--- src/rtl/tpe_pkg.sv ---
package tpe_pkg;
    localparam int TILE_DIM = 16;
    localparam int PIX_W    = 8;
    localparam int COORD_W  = $clog2(TILE_DIM);
    localparam int POS_W    = 2 * COORD_W;
    localparam int NPIX     = TILE_DIM * TILE_DIM;
    localparam int CNT_W    = $clog2(NPIX + 1);
    localparam int SUM_W    = $clog2(NPIX * ((1 << PIX_W) - 1) + 1);
    localparam int NQUAD    = 4;

    typedef logic [PIX_W-1:0] pix_t;
    typedef logic [POS_W-1:0] pos_t;

    typedef struct packed {
        pix_t ul;
        pix_t up;
        pix_t ur;
        pix_t lf;
    } ctx_t;

    typedef struct packed {
        logic vld;
        pos_t pos;
        pix_t orig;
    } tag_t;

    function automatic pix_t abs_diff(pix_t a, pix_t b);
        return (a > b) ? (a - b) : (b - a);
    endfunction

    // quadrant index from the top bit of row and of column
    function automatic logic [1:0] quad_of(pos_t p);
        return {p[POS_W-1], p[COORD_W-1]};
    endfunction
endpackage

--- src/rtl/tpe_context.sv ---
module tpe_context import tpe_pkg::*; (
    input  logic clk,
    input  logic rst,
    input  logic pix_valid,
    input  logic pix_first,
    input  pix_t pix_data,
    output ctx_t ctx_q,
    output tag_t tag_q
);
    pix_t line_q [TILE_DIM];
    pix_t ul_q;
    pix_t left_q;
    pos_t pos_cnt;
    pos_t cur_pos;
    logic [COORD_W-1:0] row;
    logic [COORD_W-1:0] col;
    logic [COORD_W-1:0] col_nx;
    ctx_t nxt;

    always_comb begin
        cur_pos = pix_first ? '0 : pos_cnt;
        row     = cur_pos[POS_W-1:COORD_W];
        col     = cur_pos[COORD_W-1:0];
        col_nx  = col + 1'b1;
        nxt.ul  = (row != '0 && col != '0) ? ul_q : '0;
        nxt.up  = (row != '0) ? line_q[col] : '0;
        nxt.ur  = (row != '0 && col != COORD_W'(TILE_DIM - 1)) ? line_q[col_nx] : '0;
        nxt.lf  = (col != '0) ? left_q : '0;
    end

    // previous row store; the overwritten entry moves to ul_q first
    always_ff @(posedge clk) begin
        if (pix_valid) line_q[col] <= pix_data;
    end

    always_ff @(posedge clk) begin
        if (rst) begin
            pos_cnt <= '0;
            ul_q    <= '0;
            left_q  <= '0;
            ctx_q   <= '0;
            tag_q   <= '0;
        end else if (pix_valid) begin
            ctx_q   <= nxt;
            tag_q   <= '{vld: 1'b1, pos: cur_pos, orig: pix_data};
            ul_q    <= line_q[col];
            left_q  <= pix_data;
            pos_cnt <= cur_pos + 1'b1;
        end else begin
            tag_q.vld <= 1'b0;
        end
    end
endmodule

--- src/rtl/tpe_delay.sv ---
module tpe_delay import tpe_pkg::*; #(
    parameter int DEPTH = 2
) (
    input  logic clk,
    input  logic rst,
    input  tag_t d,
    output tag_t q
);
    generate
        if (DEPTH == 0) begin : g_pass
            assign q = d;
        end else begin : g_pipe
            tag_t stg [DEPTH];
            always_ff @(posedge clk) begin
                if (rst) begin
                    for (int i = 0; i < DEPTH; i++) stg[i] <= '0;
                end else begin
                    stg[0] <= d;
                    for (int i = 1; i < DEPTH; i++) stg[i] <= stg[i-1];
                end
            end
            assign q = stg[DEPTH-1];
        end
    endgenerate
endmodule

--- src/rtl/tpe_accum.sv ---
module tpe_accum import tpe_pkg::*; (
    input  logic                   clk,
    input  logic                   rst,
    input  tag_t                   cmp,
    input  pix_t                   pred,
    input  logic [NQUAD*PIX_W-1:0] thr_vec,
    input  logic [CNT_W-1:0]       limit,
    output logic [SUM_W-1:0]       sum_q,
    output logic [CNT_W-1:0]       cnt_q,
    output logic                   hit_q,
    output logic                   done_q,
    output logic                   xvld_q,
    output pos_t                   xpos_q,
    output pix_t                   xval_q
);
    pix_t             diff;
    pix_t             thr;
    logic [1:0]       quad;
    logic             over;
    logic             first;
    logic             take;
    logic [SUM_W-1:0] base_sum;
    logic [CNT_W-1:0] base_cnt;
    logic             base_hit;

    always_comb begin
        diff     = abs_diff(pred, cmp.orig);
        quad     = quad_of(cmp.pos);
        thr      = thr_vec[int'(quad) * PIX_W +: PIX_W];
        over     = diff > thr;
        first    = cmp.pos == '0;
        base_sum = first ? '0 : sum_q;
        base_cnt = first ? '0 : cnt_q;
        base_hit = first ? 1'b0 : hit_q;
        take     = over && (base_cnt < limit);
    end

    always_ff @(posedge clk) begin
        if (rst) begin
            sum_q  <= '0;
            cnt_q  <= '0;
            hit_q  <= 1'b0;
            done_q <= 1'b0;
            xvld_q <= 1'b0;
            xpos_q <= '0;
            xval_q <= '0;
        end else begin
            done_q <= cmp.vld && (cmp.pos == '1);
            xvld_q <= cmp.vld && take;
            if (cmp.vld) begin
                xpos_q <= cmp.pos;
                xval_q <= cmp.orig;
                if (take) begin
                    sum_q <= base_sum;
                    cnt_q <= base_cnt + 1'b1;
                    hit_q <= base_hit;
                end else begin
                    sum_q <= base_sum + SUM_W'(diff);
                    cnt_q <= base_cnt;
                    hit_q <= base_hit | over;
                end
            end
        end
    end
endmodule

--- src/rtl/tile_pred_eval.sv ---
module tile_pred_eval import tpe_pkg::*; #(
    parameter int PRED_LAT = 2
) (
    input  logic                   clk,
    input  logic                   rst,
    input  logic                   pix_valid,
    input  logic                   pix_first,
    input  logic [PIX_W-1:0]       pix_data,
    input  logic [NQUAD*PIX_W-1:0] thr_vec,
    input  logic [CNT_W-1:0]       xfer_limit,
    output logic                   ctx_valid,
    output logic [PIX_W-1:0]       ctx_up_left,
    output logic [PIX_W-1:0]       ctx_up,
    output logic [PIX_W-1:0]       ctx_up_right,
    output logic [PIX_W-1:0]       ctx_left,
    input  logic [PIX_W-1:0]       pred_data,
    output logic                   xfer_valid,
    output logic [POS_W-1:0]       xfer_pos,
    output logic [PIX_W-1:0]       xfer_value,
    output logic                   done,
    output logic [SUM_W-1:0]       err_sum,
    output logic [CNT_W-1:0]       xfer_count,
    output logic                   limit_hit
);
    ctx_t ctx;
    tag_t issue_tag;
    tag_t cmp_tag;

    tpe_context u_context (
        .clk       (clk),
        .rst       (rst),
        .pix_valid (pix_valid),
        .pix_first (pix_first),
        .pix_data  (pix_data),
        .ctx_q     (ctx),
        .tag_q     (issue_tag)
    );

    assign ctx_valid    = issue_tag.vld;
    assign ctx_up_left  = ctx.ul;
    assign ctx_up       = ctx.up;
    assign ctx_up_right = ctx.ur;
    assign ctx_left     = ctx.lf;

    tpe_delay #(.DEPTH(PRED_LAT)) u_delay (
        .clk (clk),
        .rst (rst),
        .d   (issue_tag),
        .q   (cmp_tag)
    );

    tpe_accum u_accum (
        .clk     (clk),
        .rst     (rst),
        .cmp     (cmp_tag),
        .pred    (pred_data),
        .thr_vec (thr_vec),
        .limit   (xfer_limit),
        .sum_q   (err_sum),
        .cnt_q   (xfer_count),
        .hit_q   (limit_hit),
        .done_q  (done),
        .xvld_q  (xfer_valid),
        .xpos_q  (xfer_pos),
        .xval_q  (xfer_value)
    );
endmodule

--- config.mk ---
export PLATFORM = sky130hd
export DESIGN_NAME = tile_pred_eval
export DESIGN_NICKNAME = d
export VERILOG_FILES = /design/src/rtl/tpe_pkg.sv /design/src/rtl/tpe_context.sv /design/src/rtl/tpe_delay.sv /design/src/rtl/tpe_accum.sv /design/src/rtl/tile_pred_eval.sv
export SDC_FILE = /design/constraint.sdc
export NUM_CORES = 1
export LEC_CHECK = 0
export ABC_AREA = 1
export BUFFER_PORTS_ARGS = -buffer_cell sky130_fd_sc_hd__buf_2
export CORE_MARGIN = 3
export CORE_UTILIZATION = 40
export CTS_CLUSTER_DIAMETER = 80
export DETAILED_ROUTE_END_ITERATION = 8
export HOLD_SLACK_MARGIN = 0.12
export PLACE_DENSITY = 0.61
export SYNTH_ARGS = -nofsm -noshare
export SYNTH_HDL_FRONTEND = slang
export SYNTH_SLANG_ARGS = --single-unit
--- constraint.sdc ---
create_clock -name clk -period 4.2 [get_ports clk]
set_input_delay 0.42 -clock clk [delete_from_list [all_inputs] [get_ports clk]]
set_output_delay 0.42 -clock clk [all_outputs]
set_load 0.02 [all_outputs]
== After elaboration in Yosys (flattened, before gate mapping) ==
Memory sizes are Yosys's and may differ from the RTL's.
Index checks and enable logic that the tools add are counted.

* Bitwise operators: 3
* Shift operators: 1
* Muxes and demuxes: 19
* Add/sub/neg operators: 6
* Order comparisons: 3
* Equal/unequal tests: 2
* Multipliers: 0
* Reductions and logical operators: 8
* Div/mod/pow operators: 0

{| class="wikitable"
|+ Operator list
! operator !! count
|-
| 8-bit two-way mux || 6
|-
| 17-bit two-way mux || 2
|-
| 16-bit two-way mux || 2
|-
| 32-bit by 6-bit variable part select with 8-bit output || 1
|-
| 9-bit two-way mux || 2
|-
| 16-bit by 8-bit adder with 16-bit output || 1
|-
| 8-bit greater-than comparator || 2
|-
| 8-bit subtractor || 2
|-
| 9-bit by 1-bit adder with 9-bit output (second input constant) || 1
|-
| 9-bit less-than comparator || 1
|-
| 8-bit by 1-bit adder with 8-bit output (second input constant) || 1
|-
| 8-bit equality test (second input constant) || 1
|-
| 8-bit zero test || 1
|-
| 4-bit nonzero test || 2
|-
| 1-bit two-way mux || 7
|-
| 1-bit logical AND || 5
|-
| 4-bit by 1-bit adder with 4-bit output (second input constant) || 1
|-
| 4-bit inequality test (second input constant) || 1
|-
| 1-bit bitwise OR || 3
|}

* Latch bits: 0
* Memories kept: 2
* RAM bits: 162
* Memory bits (read-only): 0
* Register bits: 109
* Output and inout port bits: 77
* Input bits: 61

{| class="wikitable"
|+ Memory list
! memory !! depth !! bits a word !! read ports !! clocked after Yosys merged registers in !! wr ports !! RTL line !! RTL
|-
| u_context.line_q || 16 || 8 || 2 || 0 || 1 || tpe_context.sv:10 || <nowiki>pix_t line_q [TILE_DIM];</nowiki>
|-
| u_delay.g_pipe.stg || 2 || 17 || 2 || 0 || 2 || tpe_delay.sv:13 || <nowiki>tag_t stg [DEPTH];</nowiki>
|}

== Logic depth before layout (Yosys ltp) ==
Gate-level depths: netlist (run 1).

* Depth in word-level cells: 5
* Depth in mapped cells: 27

== Modules after synthesis ==
From an unflattened synthesis (run 1), not the netlist that was laid out.

* Cells, all modules: 1,881
* Area total of the unflattened synthesis: 14,335.0 um^2

{| class="wikitable"
|+ Modules (own cells, without submodules)
! module !! sequential area each (um^2) !! area each (um^2) !! times used !! cells each
|-
| tpe_context || 5,144.9 || 9,256.4 || 1 || 1,128
|-
| tpe_accum || 880.8 || 3,965.1 || 1 || 630
|-
| tpe_delay || 680.7 || 1,113.6 || 1 || 123
|}

== Least setup slack after synthesis (run 1) ==
OpenSTA, ideal clock, no wires.

* Path type: input-to-reg
* Start: input pred_data[0]
* End: register u_accum.sum_q[14]
* Setup time: 113 ps
* Required time: 4,087 ps
* Path slack: 811 ps
* Data arrival time: 3,276 ps
* Buffers on the path: 2
* Cell stages on the path: 24
* Cells stage by stage: inv_1 -> ha_1 -> inv_1 -> fa_1 -> nand2_1 -> nand2_1 -> nand3_2 -> nand2_4 -> nand2_4 -> buf_6 -> o21ai_0 -> o221ai_1 -> xor2_1 -> inv_1 -> ha_1 -> a21oi_1 -> nor2_1 -> a211oi_1 -> nand2_2 -> nand3_4 -> buf_8 -> nand4_2 -> nor2_1 -> nor2_1

* Cells in the longest elaborated chain, start to end: 5
* Elaborated cells between the ends (all ways): 8

{| class="wikitable"
|+ Ends and longest elaborated chain
! what !! RTL line !! RTL
|-
| start, declared || tile_pred_eval.sv:16 || <nowiki>input logic [PIX_W-1:0] pred_data,</nowiki>
|-
| 8-bit subtractor / 8-bit greater-than comparator (equally long branches) || tpe_pkg.sv:28 || <nowiki>return (a > b) ? (a - b) : (b - a);</nowiki>
|-
| 8-bit two-way mux (*) || tpe_pkg.sv:28 ||
|-
| branches (longest 2 deep; another with 16-bit by 8-bit adder with 16-bit output) || n/a ||
|-
| 16-bit two-way mux (*) || tpe_accum.sv:53 || <nowiki>if (take) begin</nowiki>
|-
| end signal, assigned || tpe_accum.sv:54 || <nowiki>sum_q <= base_sum;</nowiki>
|-
| end signal, assigned || tpe_accum.sv:58 || <nowiki>sum_q <= base_sum + SUM_W'(diff);</nowiki>
|-
| end, declared || tpe_accum.sv:8 || <nowiki>output logic [SUM_W-1:0] sum_q,</nowiki>
|}

Every way passes the cells marked *.
A chain may end at the register's enable or synchronous reset.

==> results of run 1 <==
stage by stage:
step | total power [mW] | utilization, % | setup WS (ns) | instances
2_1_floorplan | 3.45 | - | 0.811 | 1638
3_3_place_gp | 3.70 | 44.3 | 0.324 | 2163
3_5_place_dp | 3.71 | 44.3 | 0.228 | 2163
4_1_cts | 6.52 | 47.6 | 0.418 | 2218
5_1_grt | 6.73 | 47.6 | 0.0117 | 2219
6_report | 6.47 | 47.6 | 0.410 | 2219
worst max path at each step:
stage / startpoint / endpoint / slack (ns) / cells past startpoint
floorplan: pred_data[0] / u_accum.sum_q[14]$_SDFFE_PP0P_ / 0.81 / 24
global placement: pred_data[0] / u_accum.cnt_q[0]$_SDFFE_PP0P_ / 0.32 / 24
detailed placement: pred_data[0] / u_accum.sum_q[11]$_SDFFE_PP0P_ / 0.23 / 26
CTS: u_delay.g_pipe.stg[0][17]$_SDFF_PP0_ / u_accum.sum_q[11]$_SDFFE_PP0P_ / 0.42 / 24
global route: u_delay.g_pipe.stg[0][17]$_SDFF_PP0_ / u_accum.cnt_q[1]$_SDFFE_PP0P_ / 0.01 / 24
finish: u_delay.g_pipe.stg[0][17]$_SDFF_PP0_ / u_accum.sum_q[11]$_SDFFE_PP0P_ / 0.41 / 25
flip-flops by register name (all words and copies together) (netlist names):
register,count
u_accum.hit_q,1
u_delay.g_pipe.stg,34
u_context.tag_q,17
u_accum.sum_q,16
u_accum.done_q,1
u_accum.xvld_q,1
u_context.pos_cnt,8
u_context.ctx_q,32
u_accum.cnt_q,9
u_context.ul_q,8
u_accum.xval_q,8
u_context.line_q,128
u_accum.xpos_q,8
report_power, final:
group	switching (mW)	internal (mW)
Sequential	0.0253	2.82
Clock	1.03	1.78
Combinational	0.568	0.245
cells in the final DEF (no fill, tap or decap), types with 3 or more instances in the layout:
cell type | Yosys | final
nor2_2 | 4 | 4
nand4_1 | 18 | 18
dfxtp_1 | 143 | 143
nor2_4 | 3 | 3
nand3_1 | 98 | 98
inv_1 | 160 | 160
a21oi_1 | 91 | 91
nor2_1 | 240 | 240
clkbuf_16 | 0 | 32
nand4_2 | 3 | 3
clkinv_1 | 4 | 4
o21ai_0 | 118 | 118
ha_1 | 40 | 40
a32o_1 | 16 | 16
a211oi_1 | 11 | 11
a221o_1 | 3 | 3
bufinv_16 | 0 | 5
nand2_2 | 8 | 9
o221ai_1 | 6 | 6
nand3_2 | 4 | 4
o211ai_1 | 15 | 15
nand2_4 | 6 | 6
nand3b_1 | 3 | 3
xor2_1 | 7 | 7
buf_2 | 4 | 137
o22ai_1 | 32 | 32
edfxtp_1 | 128 | 128
o22a_1 | 8 | 8
buf_4 | 1 | 29
a31oi_1 | 6 | 6
nand2_1 | 333 | 332
a32oi_1 | 8 | 8
nor3_1 | 9 | 9
clkbuf_1 | 62 | 10
nor3_2 | 3 | 3
clkinv_2 | 0 | 3
xnor2_1 | 5 | 5
clkbuf_8 | 3 | 5
synth_stat cells (2+ instances only):
cell	count
clkinv_1	4
a22o_1	2
clkbuf_8	3
a221o_1	3
nand4_1	18
nor3_2	3
a32o_1	16
nand3b_1	3
a22oi_1	2
o221ai_1	6
a21oi_1	91
xor2_1	7
o21bai_1	2
o21ai_0	118
fa_1	2
o22a_1	8
nor2_4	3
nand2_4	6
inv_1	160
buf_2	4
nand2_2	8
dfxtp_1	143
nor3_1	9
o211ai_1	15
nand3_2	4
nand3_1	98
xnor2_1	5
nand2_1	333
nor2_1	240
ha_1	40
clkbuf_1	62
a31oi_1	6
a32oi_1	8
edfxtp_1	128
o22ai_1	32
buf_1	10
nand4_2	3
buf_6	2
nand3_4	2
a211oi_1	11
nor2_2	4
cell families after synthesis:
| logic type | Yosys count | share of synthesized area, % |
|---|---|---|
| buffers and inverters | 249 | 7.42 |
| and+or+nand+nor | 739 | 23.6 |
| xor gates and xnor gates | 12 | 0.778 |
| adders and majority gates | 42 | 4.00 |
| AOI/OAI and AO/OA | 325 | 14.6 |
| DFF | 271 | 49.6 |
layer usage:
layer | global-route usage (%) | vias to the layer above | wire (um)
li1 | - | 5766 | -
met1 | 29.0 | 5574 | 17300
met2 | 36.0 | 429 | 18600
met3 | 2.75 | 74 | 2650
met4 | 6.45 | 0 | 1220
met5 | 0 | - | 0
worst reg2reg max path: stages (launching register included):
cell and delay [ns]:
dfxtp_1 0.36, ha_1 0.16, inv_1 0.06, fa_1 0.41, nand2_1 0.08, nand2_1 0.08
nand3_2 0.10, nand2_4 0.08, nand2_4 0.16, nor2_1 0.06, a21oi_1 0.18, o211ai_1 0.13
xnor2_1 0.20, inv_1 0.10, ha_1 0.30, nand2_1 0.09, nor2_1 0.05, a211oi_1 0.24
nand2_2 0.14, nand3_4 0.24, nand2_4 0.13, inv_4 0.14, nand2_1 0.06, nand2_1 0.06
inv_1 0.03, nor2_1 0.09
area by class of cell:
| cell class | instances | share of cell area (%) |
|---|---|---|
| Sequential cell | 271 | 42.8 |
| Multi-Input combinational cell | 1118 | 37.0 |
| Clock buffer | 47 | 5.79 |
| Timing Repair Buffer | 166 | 5.76 |
| Inverter | 166 | 4.00 |
| Tap cell | 442 | 3.53 |
| Clock inverter | 8 | 1.08 |
| Antenna cell | 1 | 0.0160 |
==> flow_summary.ini, run 1 <==
[grt]
grt_start_max_net_pins = 92
grt-ovfl-total = 0
antenna_found_initial = 1
grt_usage_pct = 21.4
grt_pass1_wl_mm = 61.6
grt_pass1_vias = 11100

[layout]
finish.instance_area_sq_mm = 0.0157
seq_area_sq_mm = 0.00671
n_fill_cell = 3197
nNetsFinal = 1856
syn_to_final_growth_pct = 16.0
multi_input_area_sq_mm = 0.00580
layout-drive-gt1-share_pct = 14.1

[drt]
firstDrtPassIters = 5
drt_iter0_drc = 1085
vias = 11800
wl_per_cell_um = 17.9
final_antenna_net_count = 0
vias_per_cell = 5.34
drc_errors = 0
wirelength_mm = 39.8

[run_status]
status = complete, no violations

[power]
p_leak_nw = 6.45
ir_worst_vdd_v = 0.000348
powerDensity_mw_per_mm2 = 413

[worst_setup_path]
worstReg2RegStart = u_delay.g_pipe.stg[0][17]$_SDFF_PP0_
worstSetupPathType = reg2reg
cp-end-kind = register
critPathMaxStageDelay_ns = 0.41
rrSetupSlack_ns = 0.41
reg2regPathDepth = 25
arrival_ns = 4.28
path_buf_inv = 4
worst_r2r_endpoint = u_accum.sum_q[11]$_SDFFE_PP0P_
required_ns = 4.69
critPathMaxFanout = 13
path_delay_family = simple AND/OR/NAND/NOR gates
cp-start-kind = register
worst_path_most_repeated_cell = nand2_1
crit_slowest_cell = fa_1

[synthesis]
synth_flop_cell = dfxtp_1
synth_nets = 1741
seq_area_frac_synth_pct = 49.6
netlist.top_cell.by_area = edfxtp_1
ys_warn_count = 0
synthCells = 1638
synth-edff-count = 128
async_flop_share_pct = 0
synth_area_per_cell_sq_um = 8.25
synth-seq-cells = 271
synth_top_area_share_pct = 28.5
ys_top_cells_by_area = edfxtp_1 28%, dfxtp_1 21%, nand2_1 9.3%, nor2_1 6.7%, inv_1 4.4%
synth.cell_area_sq_mm = 0.0135
synth_cell_types = 55

[sta]
hold_viol = 0
worst_slew_pin_slew_ns = 1.45
clock-skew-final_ns = 0.0167
holdWs_ns = 0.328
clock.fmax_ghz = 0.264
setup_viol = 0
finalMaxSlewViolations = 0
finalSetupTns_ns = 0
finalCritPeriodShare_pct = 90.2
max_slew_margin_pct = 2.36
rsz0062_at_grt = no
min_period_ns = 3.79

[die]
chipHeight_um = 190
rows = 66
num_io_pins = 138
chipWidth_um = 190
coreArea_sq_mm = 0.0329
initial_core_util_pct = 41.0
dieArea_sq_mm = 0.0360

[placement]
hpwl_mm = 27.8
gp_congestion = 0.900
port_buffers = 137
place_area_sq_mm = 0.0146

[cts]
insertion_delay_ns = 0.55
clock-sinks = 271
path_clk_slew_ns = 0.06
numCtsBuffers = 30
cts_setup_buffers = 0
cts_tree = yes
cts_max_level = 1
root_buffer = clkbuf_16
ctsResizeCount = 0
clock_path_buffers = 3
cts.hold.buffers_added = 0

[min_path]
hold_end = u_context.line_q[12][6]$_DFFE_PP_
hold_path_class = in2reg
hold_depth = 1
hold_path.startpoint = pix_data[6]

[flow_run]
drv_cap = 0
(Power assumes the default switching activity.)
==> run 2, diff against run 1 <==
CORE_MARGIN = 2   (was 3)
PLACE_DENSITY = unset   (was 0.61)
==> run 2 against run 1 <==
- sequential cell count stayed put
- power is 1.8% higher
- first-iteration DRC count is 2.6% lower
- critical endpoint is now u_accum.sum_q[9]$_SDFFE_PP0P_
==> flow_summary.ini, run 2 (same netlist as run 1, synthesis figures left out) <==
[worst_setup_path]
crit_chain = inv_1 -> fa_1 -> nand2_1 -> nand2_1 -> nand3_2 -> nand2_4 -> nand2_4 -> nand3_1 -> o21ai_0 -> o221ai_1 -> xor2_1 -> inv_1 -> ha_1 -> a21oi_1 -> nor2_1 -> a211oi_1 -> nand2_2 -> nand3_4 -> nand2_4 -> inv_4 -> nand2_1 -> nand2_1 -> inv_1 -> nor2_1
worstSetupPathType = reg2reg
worst_path_most_repeated_cell = nand2_1
path_delay_family = simple AND/OR/NAND/NOR gates
path_buf_inv = 4
cp-end-kind = register
crit_slowest_cell = fa_1
required_ns = 4.65
arrival_ns = 4.11
critPathMaxStageDelay_ns = 0.44
cp-start-kind = register
critPathMaxFanout = 13

[die]
initial_core_util_pct = 40.5
chipHeight_um = 188
rows = 67
coreArea_sq_mm = 0.0334
chipWidth_um = 188
num_io_pins = 138
dieArea_sq_mm = 0.0353

[power]
p_comb_share_pct = 12.1
clkPwrFrac_pct = 44.7
power_mw = 6.59
ir_worst_vdd_v = 0.000263
p_leak_nw = 6.50
p_sw_share_pct = 25.9
powerDensity_mw_per_mm2 = 418
switchingPower_mw = 1.71
p_int_mw = 4.88
seq_power_share_pct = 43.2

[sta]
finalMaxSlewViolations = 0
clock-skew-final_ns = 0.00813
finalSetupTns_ns = 0
max_slew_margin_pct = 19.1
timing.final.ws_setup_ns = 0.535
worst_slew_pin_slew_ns = 1.20
setup_viol = 0
hold_viol = 0
finalCritPeriodShare_pct = 87.3
holdWs_ns = 0.255
rsz0062_at_grt = no
clock.fmax_ghz = 0.273
min_period_ns = 3.66

[cts]
root_buffer = clkbuf_16
cts_max_level = 2
cts_tree = yes
path_clk_slew_ns = 0.06
cts_setup_buffers = 0
insertion_delay_ns = 0.51
clock-sinks = 271
clock_path_buffers = 3
ctsResizeCount = 0
cts.hold.buffers_added = 0
numCtsBuffers = 34

[grt]
grt_pass1_vias = 11200
grt_pass1_wl_mm = 60.9
antenna_found_initial = 0
grt_start_max_net_pins = 102
grt_usage_pct = 21.8
grt-ovfl-total = 0

[placement]
pre_cts_ws_ns = 0.332
port_buffers = 137
place_area_sq_mm = 0.0146
hpwl_mm = 27.1
dpl.cell_count = 2173
gp_congestion = 0.893

[layout]
largestRegisters = u_context.line_q (128), u_delay.g_pipe.stg (34), u_context.ctx_q (32)
seq_area_sq_mm = 0.00671
nNetsFinal = 1864
fin_util_pct = 47.3
multi_input_area_sq_mm = 0.00580
largest_reg_flops = 128
finish.instance_area_sq_mm = 0.0158
syn_to_final_growth_pct = 16.8
n_fill_cell = 3345
n_antenna_cell = 0
layout-drive-gt1-share_pct = 14.6
final_cells = 2234
top_register = u_context.line_q
final_cell_mix = 332 x nand2_1, 240 x nor2_1, 160 x inv_1, 143 x dfxtp_1, 137 x buf_2
final_common_cell = nand2_1

[drt]
wirelength_mm = 39.0
final_antenna_net_count = 0
drc_errors = 0
firstDrtPassIters = 5
drt_iter0_drc = 1057
vias_per_cell = 5.29
wl_per_cell_um = 17.5
vias = 11800

[run_status]
status = complete, no violations

[min_path]
hold_path_class = in2reg

[flow_run]
drv_cap = 0
[run 2: path summary, 6_finish.rpt]
kind,from,end,slack [ns],depth (start not counted)
hold / removal,pix_valid,u_context.pos_cnt[3]$_SDFFE_PP0P_,0.25,2
setup / recovery,u_delay.g_pipe.stg[0][18]$_SDFF_PP0_,u_accum.sum_q[9]$_SDFFE_PP0P_,0.54,24
hold reg to reg,u_delay.g_pipe.stg[0][6]$_SDFF_PP0_,u_delay.g_pipe.stg[0][23]$_SDFF_PP0_,0.40,2
setup reg to reg,u_delay.g_pipe.stg[0][18]$_SDFF_PP0_,u_accum.sum_q[9]$_SDFFE_PP0P_,0.54,24
[run 2: area by class of cell]
class,count,area share [%]
flip-flops and latches,271,42.5
multi-input cells,1118,36.8
clock buffers,47,6.43
repair buffers,170,5.92
inverters,166,3.97
well taps,448,3.55
clock inverters,14,0.841
[run 2: layer usage]
metal	vias to the layer above	global-route usage, %	share of wire, %
li1	5789	-	-
met1	5518	28.4	43
met2	430	37.2	48
met3	79	3.07	6.5
met4	0	7.24	2.8
met5	-	0	0
[run 2: power groups by stage]
stage,sequential [mW],combinational [mW],clock (mW)
after floorplan,2.91,0.535,0
after global placement,2.90,0.792,0
after detailed placement,2.90,0.795,0
after CTS,2.85,0.799,3.01
after global routing,2.85,0.890,3.12
final,2.85,0.801,2.94
[run 2: worst register-to-register path: cells and delay by family (launching register included)]
family	cells	cell delay, ns
and+or+nand+nor	13	1.36
adders and majority gates	2	0.75
AOI/OAI and AO/OA	4	0.61
DFF	1	0.38
buffers and inverters	4	0.37
xor gates and xnor gates	1	0.15
==> run 3, diff against run 2 <==
CORE_MARGIN = 5   (was 2)
SETUP_SLACK_MARGIN = 0.4   (was unset)
clock period = 3.16 ns   (was 4.2 ns; I/O delays follow)
==> run 3 against run 2 <==
- the run now ends with negative setup slack left
- combinational power grew 72%
- first-iteration DRC count fell by 8.2%
- utilization up 2.8 points
- clock skew increased by 0.0056 ns
- final cell count increased by 3.4%
- worst setup slack got worse by 0.67 ns
- critical path depth is 1 lower
- maximum frequency increased by 11%
- non-clock buffer count grew 80
==> flow_summary.ini, run 3 (same netlist as run 1, synthesis figures left out) <==
[layout]
syn_to_final_growth_pct = 24.1
largest_reg_flops = 128
n_fill_cell = 3175
finish.instance_area_sq_mm = 0.0168
layout-drive-gt1-share_pct = 21.5
seq_area_sq_mm = 0.00671
multi_input_area_sq_mm = 0.00618
final_cells = 2309
final_cell_mix = 322 x nand2_1, 235 x nor2_1, 152 x inv_1, 142 x dfxtp_1, 137 x buf_2
fin_util_pct = 50.1
n_antenna_cell = 0
final_common_cell = nand2_1
nNetsFinal = 1942
largestRegisters = u_context.line_q (128), u_delay.g_pipe.stg (34), u_context.ctx_q (32)
top_register = u_context.line_q

[drt]
final_antenna_net_count = 0
vias = 12100
firstDrtPassIters = 6
wl_per_cell_um = 17.7
wirelength_mm = 40.8
drc_errors = 0
vias_per_cell = 5.24
drt_iter0_drc = 970

[sta]
clock-skew-final_ns = 0.0137
min_period_ns = 3.29
rsz0062_at_grt = yes
clock.fmax_ghz = 0.304
timing.final.ws_setup_ns = -0.131
holdWs_ns = 0.202
finalMaxSlewViolations = 0
setup_viol = 24
worst_slew_pin_slew_ns = 0.962
finalCritPeriodShare_pct = 104
hold_viol = 0
max_slew_margin_pct = 35.6

[cts]
numCtsBuffers = 30
insertion_delay_ns = 0.56
clock_path_buffers = 3
cts_tree = yes
root_buffer = clkbuf_16
path_clk_slew_ns = 0.06
clock-sinks = 271
cts_max_level = 1

[die]
rows = 67
num_io_pins = 138
coreArea_sq_mm = 0.0334
dieArea_sq_mm = 0.0375
chipHeight_um = 194
chipWidth_um = 194
initial_core_util_pct = 40.4

[power]
power_mw = 8.85
seq_power_share_pct = 42.8
p_comb_share_pct = 15.6
p_leak_nw = 6.90
powerDensity_mw_per_mm2 = 528
p_int_mw = 6.54
switchingPower_mw = 2.31
clkPwrFrac_pct = 41.6
p_sw_share_pct = 26.1
ir_worst_vdd_v = 0.000463

[worst_setup_path]
required_ns = 3.58
worst_r2r_endpoint = u_accum.cnt_q[0]$_SDFFE_PP0P_
crit_end = u_accum.cnt_q[0]$_SDFFE_PP0P_
cp-end-kind = register
setup.worst_path.start = u_delay.g_pipe.stg[0][17]$_SDFF_PP0_
critPathMaxFanout = 7
worstSetupPathType = reg2reg
worstReg2RegStart = u_delay.g_pipe.stg[0][17]$_SDFF_PP0_
arrival_ns = 3.71
cp-start-kind = register
rrSetupSlack_ns = -0.13
reg2regPathDepth = 23

[placement]
dpl.cell_count = 2244
port_buffers = 137
place_area_sq_mm = 0.0153
gp_congestion = 0.898
hpwl_mm = 28.2

[min_path]
hold_path_class = in2reg
hold_path.startpoint = pix_first
hold_depth = 4

[grt]
grt_usage_pct = 20.9
grt_pass1_wl_mm = 64.1
antenna_found_initial = 0
grt_pass1_vias = 11600
grt_start_max_net_pins = 106
grt-ovfl-total = 0

[run_status]
violations = negative setup slack
status = finished with violations

[flow_run]
drv_cap = 0
[run 3: cell count changes in the layout (fill, tap and decap cells not counted), moves of 9 or more]
cell / before / now
ha_4: 0 / 12
ha_1: 40 / 28
nand2_1: 332 / 322
nand2_2: 9 / 18
buf_4: 33 / 104
nand3_1: 98 / 89
[run 3: critical path: stages, from the launching register on]
cell and delay, ns:
dfxtp_4 0.37, ha_4 0.13, inv_4 0.03, fa_2 0.34, nand2_2 0.07, nand2_2 0.06, nand3_2 0.09, nand2_4 0.08
nand2_8 0.09, nor2_2 0.04, a21oi_2 0.12, o211ai_1 0.11, xnor2_1 0.19, inv_2 0.10, ha_4 0.28, nand2_4 0.07
nor2_4 0.10, nand2_2 0.06, nand2_2 0.08, nand3_4 0.18, nor2_4 0.18, buf_6 0.15, xor2_1 0.16, nor2_1 0.05
[run 3: through the flow]
stage | TNS (ns) | setup WS, ns
after global routing | -8.23 | -0.367
final | -1.67 | -0.131
after global placement | -5.91 | -0.319
after floorplan | 0 | 0.0150
after detailed placement | -7.51 | -0.398
after CTS | -1.17 | -0.0908
[run 3: power by group through the flow]
| stage | clock [mW] | sequential (mW) | combinational, mW |
|---|---|---|---|
| after global placement | 0 | 3.86 | 1.21 |
| after CTS | 3.76 | 3.78 | 1.29 |
| final | 3.68 | 3.78 | 1.38 |
| after global routing | 3.90 | 3.79 | 1.52 |
| after detailed placement | 0 | 3.86 | 1.22 |
| after floorplan | 0 | 3.87 | 0.732 |
[run 3: routing by layer]
metal	global-route usage, %	up-vias	share of wire, %
li1	-	5941	-
met3	3.37	75	6.7
met2	36.0	434	48
met5	0	-	0
met4	5.93	0	2.7
met1	27.3	5653	43
[run 3: worst min-delay path by stage]
| stage | endpoint | slack [ns] |
|---|---|---|
| after CTS | u_context.tag_q[12]$_SDFFE_PP0P_ | 0.18 |
| after floorplan | u_delay.g_pipe.stg[0][17]$_SDFF_PP0_ | 0.38 |
| after global routing | u_context.line_q[15][7]$_DFFE_PP_ | 0.21 |
| after global placement | u_delay.g_pipe.stg[0][29]$_SDFF_PP0_ | 0.39 |
| after detailed placement | u_delay.g_pipe.stg[0][23]$_SDFF_PP0_ | 0.39 |
| final | u_context.tag_q[12]$_SDFFE_PP0P_ | 0.20 |
[run 3: layout make-up]
cell class,count,share of cell area (%)
clock buffers,41,5.28
clock inverters,13,1.02
inverters,166,3.86
multi-input cells,1119,36.9
flip-flops and latches,271,40.0
well taps,448,3.34
repair buffers,250,9.53
repair inverters,1,0.0672
[run 3: repair_timing]
item,CTS,global route
endpoints found under the hold margin,1,0
gates cloned,1,1
gates resized for setup,27,45
pin swaps,10,10
endpoints found under the setup margin,27,27
setup buffers,6,2
hold buffers,1,0
